<file path="config.mk">
export PLATFORM = sky130hd
export DESIGN_NAME = pulse_rate_mult
export DESIGN_NICKNAME = d
export VERILOG_FILES = /design/src/rtl/brm_pkg.sv /design/src/rtl/brm_counter.sv /design/src/rtl/brm_select.sv /design/src/rtl/brm_out_reg.sv /design/src/rtl/pulse_rate_mult.sv
export SDC_FILE = /design/constraint.sdc
export NUM_CORES = 1
export LEC_CHECK = 0
export ABC_AREA = 1
export BUFFER_PORTS_ARGS = -buffer_cell sky130_fd_sc_hd__buf_2
export CAP_MARGIN = 0
export CORE_AREA = 3 3 40 42
export CTS_CLUSTER_DIAMETER = 50
export DETAILED_ROUTE_END_ITERATION = 7
export DIE_AREA = 0 0 43 45
export GPL_ROUTABILITY_DRIVEN = 0
export GPL_TIMING_DRIVEN = 0
export SKIP_CTS_REPAIR_TIMING = 1
export SLEW_MARGIN = 10
export SYNTH_ARGS = -nofsm -noshare
export SYNTH_HDL_FRONTEND = slang
export SYNTH_SLANG_ARGS = --single-unit
</file>
<file path="constraint.sdc">
create_clock -name clk -period 1.15 [get_ports clk]
set_input_delay 0.115 -clock clk [delete_from_list [all_inputs] [get_ports clk]]
set_output_delay 0.115 -clock clk [all_outputs]
set_load 0.05 [all_outputs]
</file>
<file path="src/rtl/brm_pkg.sv">
package brm_pkg;
  // Default counter width for the rate multiplier
  localparam int unsigned BRM_DEFAULT_W = 4;
endpackage

</file>
<file path="src/rtl/brm_counter.sv">
module brm_counter #(
  parameter int unsigned N = 4
) (
  input  logic         clk,
  input  logic         rst,
  input  logic         en,
  output logic [N-1:0] count
);
  localparam logic [N-1:0] ONE = {{(N-1){1'b0}}, 1'b1};

  always_ff @(posedge clk) begin
    if (rst)     count <= '0;
    else if (en) count <= count + ONE;
  end
endmodule

</file>
<file path="src/rtl/brm_select.sv">
module brm_select #(
  parameter int unsigned N = 4
) (
  input  logic [N-1:0] count,
  input  logic [N-1:0] sel,
  output logic         hit
);
  localparam logic [N-1:0] ONE = {{(N-1){1'b0}}, 1'b1};

  logic [N-1:0] lowbit;   // one-hot lowest set bit of count, zero for count 0
  logic [N-1:0] rsel;     // selector reversed: rsel[k] weights lowest-bit position k

  assign lowbit = count & (~count + ONE);

  for (genvar k = 0; k < N; k++) begin : g_rev
    assign rsel[k] = sel[N-1-k];
  end

  assign hit = |(lowbit & rsel);
endmodule

</file>
<file path="src/rtl/brm_out_reg.sv">
module brm_out_reg (
  input  logic clk,
  input  logic rst,
  input  logic en,
  input  logic hit,
  output logic tick
);
  always_ff @(posedge clk) begin
    if (rst) tick <= 1'b0;
    else     tick <= en & hit;
  end
endmodule

</file>
<file path="src/rtl/pulse_rate_mult.sv">
module pulse_rate_mult #(
  parameter int unsigned N = brm_pkg::BRM_DEFAULT_W
) (
  input  logic         clk,
  input  logic         rst,
  input  logic         en,
  input  logic [N-1:0] sel,
  output logic         tick
);
  logic [N-1:0] count;
  logic         hit;

  brm_counter #(.N(N)) u_ctr (
    .clk   (clk),
    .rst   (rst),
    .en    (en),
    .count (count)
  );

  brm_select #(.N(N)) u_sel (
    .count (count),
    .sel   (sel),
    .hit   (hit)
  );

  brm_out_reg u_out (
    .clk  (clk),
    .rst  (rst),
    .en   (en),
    .hit  (hit),
    .tick (tick)
  );
endmodule

</file>
==> impl_metrics.yaml <==
cells_and_area:
  finalNetCount: 62
  final_common_cell: "nand2_1"
  antennaDiodeCount: 0
  area_delta_synth_final_pct: 28.1
  layout.cells.non_filler: 66
  drive_gt1_share_pct: 25.5
  final_cell_mix: "10 x nand2_1, 9 x nor2_1, 6 x buf_2, 5 x inv_1, 4 x a21oi_1"
sta:
  worst_slew_pin_slew_ns: 0.249
  fmax_mhz: 966
  relSlewSlack_pct: 83.5
  clock_skew_ns: 0.000393
  fin_tns_setup_ns: 0
  min_period_ns: 1.04
  finalHoldViolCount: 0
  fin_crit_sh_pct: 90.0
  rsz0062_at_grt: "false"
  setup_violations: 0
  drv_slew: 0
pwr:
  vdd_ir_drop_max_mv: 0.786
  p_leak_nw: 0.169
  p_per_area_nw_per_um2: 1250
global_route:
  grt_pass1_wl_microns: 890
  antenna_found_initial: 0
  grt_overflow: 0
  grt_pass1_vias: 240
  grt_usage_pct: 6.51
  grt_max_degree: 9
setup_path:
  r2r_start: "u_ctr.count[0]"
  rr_worst_depth: 4
  timing.rr.end: "u_ctr.count[1]"
  crit_start: "u_ctr.count[0]"
  cp-end-kind: "flop"
  arrival_ns: 1.17
  critical_path.max_fanout: 7
  critPathLaunchType: "flop"
  required_ns: 1.28
  critPathKind: "reg2reg"
  r2r_slack_ns: 0.11
worst_hold_path:
  hold_start: "rst"
  hold_end: "u_ctr.count[1]"
  hold_class: "in2reg"
  holdPathStages: 2
clock_tree:
  cts_tree: "built"
  path_clk_slew_ns: 0.04
  max-clock-path-buffers: 2
  clock_latency_ns: 0.24
  cts_root_buf: "clkbuf_4"
  h-tree-depth: 1
  numCtsBuffers: 3
  cts_sinks: 5
placed_design:
  port_buffers: 6
  placed_cells: 62
floorplan:
  coreArea_sq_um: 1280
  initial_core_util_pct: 21.5
  die_area_sq_um: 1940
  die_y_microns: 45
  die_x_microns: 43
  io_pins: 8
  rows: 13
synth:
  synth_cell_type_count: 10
  synth_warnings: 0
  syn-instance-count: 41
  avgSynthCellArea_sq_um: 6.74
  syn_area_sq_um: 277
  ys_seq_area_share_pct: 36.2
  ys_seq_elements: 5
  mappedNetlistNets: 51
drt:
  ant_nets: 0
  drcViolationCount: 0
  drt_iter0_markers: 0
  drt-wirelength-per-cell_microns: 7.79
  dr.pass1.iters: 1
  routed_wl_microns: 514
  via_count: 269
  via_per_inst: 4.08
flow_run:
  maxCapViolCount: 0
status:
  status: "completed"
## how the worst max path moves through the flow
stage | slack (ns) | end | depth (start not counted)
global placement | 0.03 | u_ctr.count[1] | 4
detailed placement | 0.04 | u_ctr.count[1] | 4
floorplan | 0.12 | u_ctr.count[1] | 4
CTS | 0.03 | u_ctr.count[1] | 4
global route | 0.02 | u_ctr.count[1] | 4
finish | 0.11 | u_ctr.count[1] | 4
## layout make-up
cell class	instances	area (sq um)
fillers	153	931
repair buffers	6	30.0
flip-flops and latches	5	103
well taps	15	18.8
inverters	5	18.8
multi-input cells	30	150
plain buffers	1	7.51
clock buffers	4	26.3
## routing by layer
| metal | wire, microns | track usage, % | vias to the layer above |
|---|---|---|---|
| met2 | 235 | 9.28 | 8 |
| met4 | 6 | 1.81 | 0 |
| met1 | 220 | 7.02 | 113 |
| li1 | - | - | 146 |
| met3 | 51 | 5.98 | 2 |
| met5 | 0 | 0 | - |
## sequential cells by signal, indices dropped and copies added, names as in the netlist
signal,count
u_ctr.count,4
u_out.tick,1
## critical path, cell delays in order, from the launching register on
cell and delay [ns]:
dfxtp_2 0.38, inv_1 0.08, ha_1 0.28, a21oi_1 0.14, nor2_1 0.05
## power breakdown
part | leakage (nW) | internal, mW | switching (mW)
Combinational | 0.113 | 0.0219 | 0.0268
Sequential | 0.0414 | 0.182 | 0.00892
Clock | 0.0150 | 0.131 | 0.0708
## cell families after synthesis
kind of cell	after synthesis	share of synthesized area, %
AND/OR/NAND/NOR	22	31.7
buffers and inverters	6	9.50
AO/OA/AOI/OAI	5	9.05
flip-flops	5	36.2
adder cells (fa/ha/maj)	3	13.6
## per-stage QoR
stage                     hold slack (ns)  cell area [sq um]  total power [mW]  setup WS, ns  utilization, %
after floorplan                     0.187                277             0.226         0.118               -
after global placement              0.288                325             0.242        0.0330            25.3
after detailed placement            0.294                325             0.243        0.0394            25.3
after CTS                          0.0377                352             0.451        0.0301            27.4
after global routing               0.0456                354             0.474        0.0169            27.6
final                              0.0362                354             0.442         0.115            27.6
## synthesized netlist by cell type
cell	number	share of area, %
inv_1	5	6.8
a21oi_1	4	7.2
dfxtp_1	5	36
nand2_1	10	14
nor2_1	9	12
nand3_1	2	3.6
ha_1	3	14
buf_4	1	2.7
o21ai_1	1	1.8
nor2_2	1	2.3
(Power assumes the default switching activity.)
